`src/rtl/rc_pkg.sv`:
```
package rc_pkg;
  typedef enum logic [1:0] {
    MODE_HORNER = 2'd0,
    MODE_INT    = 2'd1,
    MODE_FRAC   = 2'd2,
    MODE_BAD    = 2'd3
  } rc_mode_e;

  typedef enum logic [1:0] {
    ST_IDLE = 2'd0,
    ST_HORN = 2'd1,
    ST_STEP = 2'd2,
    ST_EMIT = 2'd3
  } rc_state_e;
endpackage

```
`src/rtl/rc_horner_step.sv`:
```
module rc_horner_step #(
  parameter int W  = 16,
  parameter int DW = 4,
  parameter int RW = DW + 1
) (
  input  logic [W-1:0]  acc,
  input  logic [DW-1:0] digit,
  input  logic [RW-1:0] radix,
  input  logic          negate,
  output logic [W-1:0]  acc_nxt
);
  logic [W-1:0] dig_ext, rad_ext;

  assign dig_ext = {{(W-DW){1'b0}}, digit};
  assign rad_ext = {{(W-RW){1'b0}}, radix};

  always_comb begin
    if (negate) acc_nxt = '0 - dig_ext;
    else        acc_nxt = acc * rad_ext + dig_ext;
  end
endmodule

```
`src/rtl/rc_div_step.sv`:
```
module rc_div_step #(
  parameter int W  = 16,
  parameter int DW = 4,
  parameter int RW = DW + 1
) (
  input  logic [DW-1:0] rem,
  input  logic [W-1:0]  quo,
  input  logic [RW-1:0] radix,
  output logic [DW-1:0] rem_nxt,
  output logic [W-1:0]  quo_nxt
);
  logic [RW-1:0] trial;
  logic          fits;
  logic [RW-1:0] diff;

  assign trial   = {rem, quo[W-1]};
  assign fits    = trial >= radix;
  assign diff    = trial - radix;
  assign rem_nxt = fits ? diff[DW-1:0] : trial[DW-1:0];
  assign quo_nxt = {quo[W-2:0], fits};
endmodule

```
`src/rtl/rc_pow2_split.sv`:
```
module rc_pow2_split #(
  parameter int W  = 16,
  parameter int DW = 4,
  parameter int RW = DW + 1
) (
  input  logic [W-1:0]  value,
  input  logic [RW-1:0] radix,
  output logic          hit,
  output logic [DW-1:0] digit,
  output logic [W-1:0]  quo
);
  localparam int SHW = $clog2(RW);
  logic [SHW-1:0] sh;
  logic [RW-1:0]  mask;

  always_comb begin
    sh = '0;
    for (int i = 0; i < RW; i++)
      if (radix[i]) sh = SHW'(i);
  end

  assign mask  = radix - RW'(1);
  assign hit   = (radix & mask) == '0;
  assign digit = value[DW-1:0] & mask[DW-1:0];
  assign quo   = value >> sh;
endmodule

```
`src/rtl/rc_frac_step.sv`:
```
module rc_frac_step #(
  parameter int W  = 16,
  parameter int DW = 4,
  parameter int RW = DW + 1
) (
  input  logic [W-1:0]  frac,
  input  logic [RW-1:0] radix,
  output logic [DW-1:0] digit,
  output logic [W-1:0]  frac_nxt
);
  localparam int PW = W + DW;
  logic [PW-1:0] prod;

  assign prod     = {{DW{1'b0}}, frac} * {{(PW-RW){1'b0}}, radix};
  assign digit    = prod[PW-1:W];
  assign frac_nxt = prod[W-1:0];
endmodule

```
`src/rtl/radix_conv.sv`:
```
module radix_conv
  import rc_pkg::*;
#(
  parameter int W         = 16,
  parameter int DW        = 4,
  parameter int CW        = 5,
  parameter bit FAST_POW2 = 1'b1
) (
  input  logic          clk,
  input  logic          rst_n,
  input  logic          start,
  input  logic [1:0]    mode,
  input  logic [DW:0]   radix,
  input  logic          neg_lead,
  input  logic [CW-1:0] frac_digits,
  input  logic [W-1:0]  value_in,
  input  logic          in_valid,
  output logic          in_ready,
  input  logic [DW-1:0] in_digit,
  input  logic          in_last,
  output logic          out_valid,
  input  logic          out_ready,
  output logic [DW-1:0] out_digit,
  output logic          out_last,
  output logic [W-1:0]  result,
  output logic          busy,
  output logic          done,
  output logic          err
);
  localparam int RW   = DW + 1;
  localparam int MAXR = 1 << DW;
  localparam int SW   = $clog2(W);

  rc_state_e     st_q;
  rc_mode_e      mode_q, mode_e;
  logic [RW-1:0] rad_q;
  logic          neg_q, first_q;
  logic [W-1:0]  acc_q, quo_q, frac_q;
  logic [DW-1:0] rem_q, dig_q;
  logic [SW-1:0] step_q;
  logic [CW-1:0] left_q;
  logic          last_q, done_q, err_q;

  logic          cfg_ok, dig_bad, take_in, take_out;
  logic [W-1:0]  h_nxt, d_quo, f_nxt, p_quo;
  logic [DW-1:0] d_rem, f_dig, p_dig;
  logic          p_hit;

  assign mode_e   = rc_mode_e'(mode);
  assign cfg_ok   = (radix >= RW'(2)) && (radix <= RW'(MAXR)) && (mode_e != MODE_BAD);
  assign dig_bad  = {1'b0, in_digit} >= rad_q;
  assign in_ready = (st_q == ST_HORN);
  assign take_in  = in_ready && in_valid;
  assign out_valid = (st_q == ST_EMIT);
  assign take_out = out_valid && out_ready;
  assign out_digit = dig_q;
  assign out_last  = last_q;
  assign result    = acc_q;
  assign busy      = (st_q != ST_IDLE);
  assign done      = done_q;
  assign err       = err_q;

  rc_horner_step #(.W(W), .DW(DW), .RW(RW)) u_horn (
    .acc(acc_q), .digit(in_digit), .radix(rad_q),
    .negate(first_q && neg_q), .acc_nxt(h_nxt)
  );

  rc_div_step #(.W(W), .DW(DW), .RW(RW)) u_div (
    .rem(rem_q), .quo(quo_q), .radix(rad_q),
    .rem_nxt(d_rem), .quo_nxt(d_quo)
  );

  rc_frac_step #(.W(W), .DW(DW), .RW(RW)) u_frac (
    .frac(frac_q), .radix(rad_q), .digit(f_dig), .frac_nxt(f_nxt)
  );

  generate
    if (FAST_POW2) begin : g_pow2
      rc_pow2_split #(.W(W), .DW(DW), .RW(RW)) u_p2 (
        .value(acc_q), .radix(rad_q), .hit(p_hit), .digit(p_dig), .quo(p_quo)
      );
    end else begin : g_nopow2
      assign p_hit = 1'b0;
      assign p_dig = '0;
      assign p_quo = '0;
    end
  endgenerate

  always_ff @(posedge clk or negedge rst_n) begin
    if (!rst_n) begin
      st_q    <= ST_IDLE;
      mode_q  <= MODE_HORNER;
      rad_q   <= RW'(2);
      neg_q   <= 1'b0;
      first_q <= 1'b0;
      acc_q   <= '0;
      quo_q   <= '0;
      frac_q  <= '0;
      rem_q   <= '0;
      dig_q   <= '0;
      step_q  <= '0;
      left_q  <= '0;
      last_q  <= 1'b0;
      done_q  <= 1'b0;
      err_q   <= 1'b0;
    end else begin
      case (st_q)
        ST_IDLE: begin
          if (start) begin
            if (!cfg_ok) begin
              err_q  <= 1'b1;
              done_q <= 1'b1;
            end else begin
              err_q  <= 1'b0;
              done_q <= 1'b0;
              rad_q  <= radix;
              mode_q <= mode_e;
              neg_q  <= neg_lead;
              case (mode_e)
                MODE_HORNER: begin
                  acc_q   <= '0;
                  first_q <= 1'b1;
                  st_q    <= ST_HORN;
                end
                MODE_INT: begin
                  acc_q  <= value_in;
                  quo_q  <= value_in;
                  rem_q  <= '0;
                  step_q <= '0;
                  st_q   <= ST_STEP;
                end
                default: begin
                  frac_q <= value_in;
                  left_q <= frac_digits;
                  if (frac_digits == '0) done_q <= 1'b1;
                  else                   st_q   <= ST_STEP;
                end
              endcase
            end
          end
        end
        ST_HORN: begin
          if (take_in) begin
            if (dig_bad) begin
              err_q <= 1'b1;
            end else begin
              acc_q   <= h_nxt;
              first_q <= 1'b0;
              if (in_last) begin
                done_q <= 1'b1;
                st_q   <= ST_IDLE;
              end
            end
          end
        end
        ST_STEP: begin
          if (mode_q == MODE_FRAC) begin
            dig_q  <= f_dig;
            frac_q <= f_nxt;
            last_q <= (left_q == CW'(1));
            st_q   <= ST_EMIT;
          end else if (p_hit) begin
            dig_q  <= p_dig;
            acc_q  <= p_quo;
            last_q <= (p_quo == '0);
            st_q   <= ST_EMIT;
          end else begin
            rem_q  <= d_rem;
            quo_q  <= d_quo;
            step_q <= step_q + SW'(1);
            if (step_q == SW'(W-1)) begin
              dig_q  <= d_rem;
              acc_q  <= d_quo;
              last_q <= (d_quo == '0);
              st_q   <= ST_EMIT;
            end
          end
        end
        default: begin
          if (take_out) begin
            if (last_q) begin
              done_q <= 1'b1;
              st_q   <= ST_IDLE;
            end else begin
              st_q <= ST_STEP;
              if (mode_q == MODE_FRAC) begin
                left_q <= left_q - CW'(1);
              end else begin
                quo_q  <= acc_q;
                rem_q  <= '0;
                step_q <= '0;
              end
            end
          end
        end
      endcase
    end
  end
endmodule

```
`config.mk`:
```
export PLATFORM = sky130hd
export DESIGN_NAME = radix_conv
export DESIGN_NICKNAME = d
export VERILOG_FILES = /design/src/rtl/rc_pkg.sv /design/src/rtl/rc_horner_step.sv /design/src/rtl/rc_div_step.sv /design/src/rtl/rc_pow2_split.sv /design/src/rtl/rc_frac_step.sv /design/src/rtl/radix_conv.sv
export SDC_FILE = /design/constraint.sdc
export NUM_CORES = 1
export LEC_CHECK = 0
export BUFFER_PORTS_ARGS = -buffer_cell sky130_fd_sc_hd__buf_2
export CAP_MARGIN = 20
export CELL_PAD_IN_SITES_DETAIL_PLACEMENT = 2
export CELL_PAD_IN_SITES_GLOBAL_PLACEMENT = 2
export CORE_AREA = 4 4 167 169
export CTS_BUF_LIST = sky130_fd_sc_hd__clkbuf_8
export DETAILED_ROUTE_END_ITERATION = 7
export DIE_AREA = 0 0 171 173
export GPL_TIMING_DRIVEN = 0
export PLACE_DENSITY = 0.81
export SYNTH_ARGS = -nofsm -noshare
export SYNTH_HDL_FRONTEND = slang
export SYNTH_SLANG_ARGS = --single-unit
```
`constraint.sdc`:
```
create_clock -name clk -period 5.7 [get_ports clk]
set_input_delay 0.285 -clock clk [delete_from_list [all_inputs] [get_ports clk]]
set_output_delay 0.285 -clock clk [all_outputs]
set_load 0.02 [all_outputs]
```
==> results of run 1 <==
[cells by family (layout without fill, tap and decap cells)]
group,Yosys count,after routing
simple gates,400,400
fa+ha+maj,159,159
flops,79,79
buf+inv,211,291
xor+xnor,31,31
mux,36,36
compound gates,306,306
[synthesized netlist by cell type, drive strengths merged (4+ instances only)]
cell type,n,area [µm²]
mux2,13,146
nand4,7,43.8
a21o,20,158
and2,93,582
a22o,5,43.8
o21ai,58,290
or3,4,25.0
nor3,11,55.1
dfrtp,78,1950
nor2b,18,113
o21bai,5,37.5
or4,4,30.0
buf,15,111
a21oi,72,360
or3b,4,37.5
o211ai,11,82.6
a31oi,29,200
fa,80,1600
xnor2,22,193
a211oi,11,82.6
nand2b,18,113
a22oi,22,165
clkinv,6,22.5
a311oi,4,41.3
nor2,97,369
o21a,7,52.6
and3,6,37.5
nor4,6,37.5
o22ai,4,25.0
a221oi,8,70.1
clkbuf,47,178
inv,143,537
a211o,5,43.8
xor2,9,78.8
o31ai,6,45.0
a221o,4,40.0
mux2i,23,230
ha,79,988
nand2,109,417
nand3,14,70.1
[worst max-delay path by stage]
stage	start	endpoint	slack [ns]	cells after the start
CTS	rad_q[1]	out_digit[2]	0.07	16
global placement	rad_q[4]	result[15]	-0.98	18
floorplan	rad_q[4]	out_digit[1]	0.71	18
finish	rad_q[0]	result[15]	0.23	16
global route	rad_q[0]	result[15]	-0.01	16
detailed placement	rad_q[4]	result[15]	-1.13	18
[stage by stage]
| step | setup WS [ns] | area (µm²) |
|---|---|---|
| after floorplan | 0.708 | 10200 |
| after global placement | -0.983 | 10900 |
| after detailed placement | -1.13 | 10900 |
| after CTS | 0.0651 | 11200 |
| after global routing | -0.0121 | 11200 |
| final | 0.226 | 11200 |
[layer usage]
metal	share of wire (%)	global-route usage, %	vias to the layer above
li1	-	-	4340
met1	43	37.8	5148
met2	48	47.4	328
met3	5.7	3.77	81
met4	2.8	8.06	2
met5	0.031	0	-
[area by class of cell]
class	instances	area [µm²]
Clock buffer	9	124
Clock inverter	7	103
Tap cell	341	427
Fill cell	3088	15300
Buffer	59	302
Sequential cell	79	1980
Inverter	149	563
Timing Repair Buffer	67	370
Multi-Input combinational cell	932	7370
[sequential cells by signal (all words and copies together), names as in the netlist, 4 cells and up]
signal,flops
left_q,5
result,16
rem_q,4
step_q,4
frac_q,16
quo_q,16
out_digit,4
rad_q,5
[repair_timing]
| item | 4_1_cts | 5_1_grt |
|---|---|---|
| setup endpoints to repair | 27 | 7 |
| endpoints found under the hold margin | 27 | 0 |
| hold buffers | 1 | 0 |
| resized for setup | 18 | 16 |
| buffers inserted | 0 | 2 |
==> flow_summary.json, run 1 <==
{
  "status": "finished clean",
  "cp_cell_sequence": "clkbuf_2 -> buf_1 -> and2_1 -> ha_1 -> fa_1 -> inv_1 -> fa_1 -> inv_1 -> ha_1 -> a21oi_1 -> o22ai_1 -> o21ai_2 -> nand4b_1 -> and3_1 -> o311ai_0 -> a31oi_2",
  "crit_arrival_ns": 5.72,
  "synth_top_flop_cell": "dfrtp_1",
  "track_usage_pct": 28.1,
  "crit_buf_inv": 4,
  "synth_top_family_by_area": "adder cells",
  "crit_required_ns": 5.95,
  "r2r_cells": 16,
  "ys_ff_latch": 79,
  "synth_nets": 1420,
  "post-place-cells": 1627,
  "gp_congestion": 0.927,
  "numCtsBuffers": 9,
  "core_region_area_um2": 26600,
  "insertion_delay_ns": 0.39,
  "timing.rr.end": "result[15]",
  "final_cell_mix": "inv_1, nand2_1, nor2_1",
  "timing.final.crit_share_pct": 96.0,
  "tightest_slew_ns": 1.07,
  "routed_wl_um": 41500,
  "fp.dieH_um": 173,
  "clock-sinks": 79,
  "nets": 1495,
  "finalSetupViolCount": 0,
  "synth_compound_area_share_pct": 20.5,
  "whs_path_depth": 2,
  "synth_edf_count": 0,
  "fin_crit_ns": 5.47,
  "ios": 65,
  "syn_to_final_growth_pct": 10.5,
  "synth_mux_area_share_pct": 3.71,
  "timing.setup.tns_ns": 0,
  "ant_nets": 0,
  "slew_viol_final": 0,
  "drive_above_1_share_pct": 11.5,
  "crit_family": "adder cells",
  "drtIter0Drc": 636,
  "fin_cells": 1643,
  "cts_max_path_buffers": 2,
  "cap_violations": 0,
  "hp-start": "neg_lead",
  "relSlewSlack_pct": 28.4,
  "die-width_um": 171,
  "netlist_instances": 1222,
  "dr_total_vias": 9899,
  "synthSimpleGateAreaFrac_pct": 19.9,
  "worst_hold_slack_ns": 0.127,
  "fp.dieArea_um2": 29600,
  "diodes": 0,
  "clockRootBuffer": "clkbuf_8",
  "viasPerCell": 6.02,
  "grt_antenna_before_repair": 3,
  "grt_pass1_wl_um": 64200,
  "wl_per_cell_um": 25.3,
  "grt_start_max_net_pins": 52,
  "path_class": "reg2reg",
  "cp_slowest_cell": "buf_1",
  "cts_max_level": 3,
  "start_kind": "flop",
  "yosysSeqAreaShare_pct": 19.5,
  "utilization_pct": 42.3,
  "synth_fa_ha_area_share_pct": 25.5,
  "async_reset_ff_share_pct": 100,
  "std_cell_rows": 60,
  "grt_pass1_vias": 11000,
  "skew_ns": 0.0119,
  "portBuffers": 63,
  "slowest_delay_ns": 0.71,
  "reg2reg_from": "rad_q[0]",
  "min_to": "neg_q",
  "initial_core_util_pct": 38.2,
  "clk_pin_slew_ns": 0.10,
  "finalHoldViolCount": 0,
  "firstDrtPassIters": 5,
  "hpwl_um": 33100,
  "rrSetupSlack_ns": 0.23,
  "layout_commonest_cell": "inv_1",
  "hold_path.class": "in2reg",
  "ys.warnings.count": 0,
  "worst_setup_path_end_kind": "flop",
  "post_synth_xor_area_fraction_pct": 2.67,
  "ys_types": 76,
  "fmaxAchievable_mhz": 183,
  "drc_errors": 0,
  "postSynthAreaPerCell_um2": 8.32,
  "grt_overflow": 0,
  "path_max_fanout": 10,
  "mappedNetlistArea_um2": 10200,
  "cts_tree": "done"
}
Power of run 1 is not shown: default switching activity piles up to over one toggle a cycle in this logic, so the estimate is an artifact.
==> run 2, diff against run 1 <==
CORE_AREA = 4 4 173 175   (was 4 4 167 169)
DIE_AREA = 0 0 177 179   (was 0 0 171 173)
SYNTH_HIERARCHICAL = 1   (was default)
==> run 2 against run 1 <==
  * Sequential cell count did not move
  * Critical path depth stayed put
  * Synthesized area up 9.9%
  * Sequential share of layout area down 1.4 points
  * Maximum frequency hardly changed
  * Synthesized cell count increased by 2.7%
  * Wire length fell by 0.34%
  * Cell area grew 9.2%
  * Setup slack worse by 0.0013 ns
  * Largest cell class unchanged
  * Utilization is 0.83 points higher
==> flow_summary.json, run 2 <==
{
  "netlist_instances": 1255,
  "regArea_um2": 1990,
  "synth.largest_area_cell": "dfrtp_1",
  "fillers": 3254,
  "cp_slowest_cell": "dfrtp_4",
  "cap_violations": 0,
  "path_max_fanout": 21,
  "clock-sinks": 79,
  "grt_overflow": 0,
  "finalHoldViolCount": 0,
  "fp.dieArea_um2": 31700,
  "grt_antenna_before_repair": 2,
  "syn_to_final_growth_pct": 9.83,
  "firstDrtPassIters": 5,
  "status": "finished clean",
  "timing.final.crit_share_pct": 96.1,
  "drc_errors": 0,
  "mappedNetlistArea_um2": 11200,
  "finalSetupViolCount": 0,
  "place_area_um2": 12000,
  "tightest_slew_ns": 1.07,
  "yosysSeqAreaShare_pct": 17.7,
  "viasPerCell": 5.79,
  "slew_viol_final": 0,
  "synth_nets": 1454,
  "crit_buf_inv": 2,
  "initial_core_util_pct": 39.2,
  "reg2reg_from": "rad_q[2]",
  "path_class": "reg2reg",
  "crit_required_ns": 5.97,
  "final_cell_mix": "inv_1, and2_1, nand2_1",
  "drive_above_1_share_pct": 18.3,
  "portBuffers": 63,
  "layout_commonest_cell": "inv_1",
  "postSynthAreaPerCell_um2": 8.90,
  "timing.rr.end": "result[14]",
  "clk_pin_slew_ns": 0.09,
  "die-width_um": 177,
  "yosys.area.top_type_share_pct": 17.5,
  "async_reset_ff_share_pct": 100,
  "grt_pass1_vias": 11100,
  "yosysMostFrequentCell": "inv_1",
  "cp_common_cell": "fa_1",
  "clockRootBuffer": "clkbuf_8",
  "nets": 1530,
  "fin_area_um2": 12300,
  "pre_cts_slack_ns": -0.147,
  "hp-start": "neg_lead",
  "hpwl_um": 31200,
  "gp_congestion": 0.900,
  "cp_cell_sequence": "clkbuf_1 -> nand2_1 -> fa_1 -> fa_1 -> fa_1 -> inv_1 -> ha_1 -> a21o_1 -> a21oi_2 -> o21ai_2 -> a41oi_2 -> a21oi_1 -> or3b_1 -> a22o_1 -> a22o_1 -> mux2_2",
  "grt_pass1_wl_um": 64700,
  "drtIter0Drc": 602,
  "ys_ff_latch": 79,
  "setup_ws_ns": 0.225,
  "post_cts_buffers": 0,
  "multi_input_comb_area_um2": 8200,
  "ys_types": 89,
  "fmaxAchievable_mhz": 183,
  "std_cell_rows": 62,
  "ys_top_cells_by_count": "inv_1, and2_1, nand2_1",
  "dr_total_vias": 9966,
  "rrSetupSlack_ns": 0.22,
  "diodes": 0,
  "crit_arrival_ns": 5.75,
  "relSlewSlack_pct": 28.8,
  "rsz0062_at_grt": "no",
  "insertion_delay_ns": 0.39,
  "wl_per_cell_um": 24.0,
  "numCtsBuffers": 9,
  "fin_crit_ns": 5.48,
  "ios": 65,
  "crit_family": "adder cells",
  "cts_tree": "done",
  "min_to": "neg_q",
  "track_usage_pct": 26.4,
  "synth_edf_count": 0,
  "yosys-top-cells-area": "dfrtp_1, fa_1, mux2_2",
  "hold_path.class": "in2reg",
  "skew_ns": 0.0169,
  "slowest_delay_ns": 0.66,
  "r2r_cells": 16,
  "cts_max_level": 3,
  "ys.warnings.count": 6,
  "cts_max_path_buffers": 2,
  "start_kind": "flop",
  "synth_top_flop_cell": "dfrtp_1",
  "worst_setup_path_end_kind": "flop",
  "whs_path_depth": 2,
  "fp.dieH_um": 179,
  "core_region_area_um2": 28500,
  "grt_start_max_net_pins": 52,
  "routed_wl_um": 41400,
  "ant_nets": 0
}
[run 2: changes by cell type after synthesis, sizes merged, moves of 8 or more]
cell,change
buf,+23
a21oi,-8
clkbuf,-11
nor3,+10
mux2i,-11
mux2,+96
nor2,-71
o21ai,-19
a22o,+27
a31oi,-17
and2,+21
inv,+15
o211ai,+9
nand2,-11
[run 2: worst reg2reg max path, cell delays in order (launching register included)]
cell      delay (ns)
dfrtp_4         0.66
clkbuf_1        0.51
nand2_1         0.18
fa_1            0.60
fa_1            0.44
fa_1            0.50
inv_1           0.05
ha_1            0.33
a21o_1          0.21
a21oi_2         0.22
o21ai_2         0.10
a41oi_2         0.29
a21oi_1         0.11
or3b_1          0.47
a22o_1          0.27
a22o_1          0.18
mux2_2          0.25
[run 2: what timing repair did]
| action | in CTS | in global routing |
|---|---|---|
| hold buffers | 1 | 0 |
| hold endpoints to repair | 27 | 0 |
| pin swaps | 0 | 0 |
| gates resized for setup | 5 | 5 |
| setup endpoints to repair | 4 | 3 |
[run 2: cell families (layout without fill, tap and decap cells)]
| group | count (synthesis) | in the layout | synth area share [%] |
|---|---|---|---|
| buffers and inverters | 232 | 313 | 8.87 |
| xor gates and xnor gates | 38 | 38 | 2.98 |
| muxes | 121 | 121 | 12.4 |
| adders and majority gates | 160 | 160 | 23.3 |
| AOI/OAI and AO/OA | 259 | 259 | 16.5 |
| DFF | 79 | 79 | 17.7 |
| and+or+nand+nor | 366 | 366 | 18.3 |
[run 2: metrics by stage]
stage | cells | hold slack [ns] | utilization [%] | TNS [ns]
floorplan | 1255 | -0.0106 | - | 0
global placement | 1702 | 0.484 | 42.0 | -0.0560
detailed placement | 1703 | 0.251 | 42.1 | -0.237
CTS | 1720 | 0.131 | 43.1 | 0
global route | 1720 | 0.137 | 43.1 | 0
finish | 1720 | 0.142 | 43.1 | 0
[run 2: metal layers]
layer	track usage, %	wire [µm]	share of wire [%]
met1	34.7	18200	44
met2	45.9	20500	50
met3	2.26	1310	3.2
met4	8.64	1320	3.2
met5	0	13	0.031
[run 2: worst max-delay path by stage]
stage,cells after the start,end,slack (ns),from
global route,18,result[14],0.004,rad_q[0]
floorplan,16,result[14],1.15,rad_q[2]
detailed placement,16,result[14],-0.15,rad_q[2]
CTS,16,result[14],0.13,rad_q[2]
global placement,16,result[14],-0.06,rad_q[2]
finish,16,result[14],0.22,rad_q[2]
[run 2: area by class of cell]
class / instances / area share [%]
Multi-Input combinational cell: 944 / 66.9
Inverter: 158 / 4.83
Clock buffer: 10 / 1.12
Clock inverter: 6 / 0.887
Tap cell: 384 / 3.92
Buffer: 74 / 3.26
Sequential cell: 79 / 16.2
Timing Repair Buffer: 65 / 2.90
Power of run 2 is left out for the same reason.
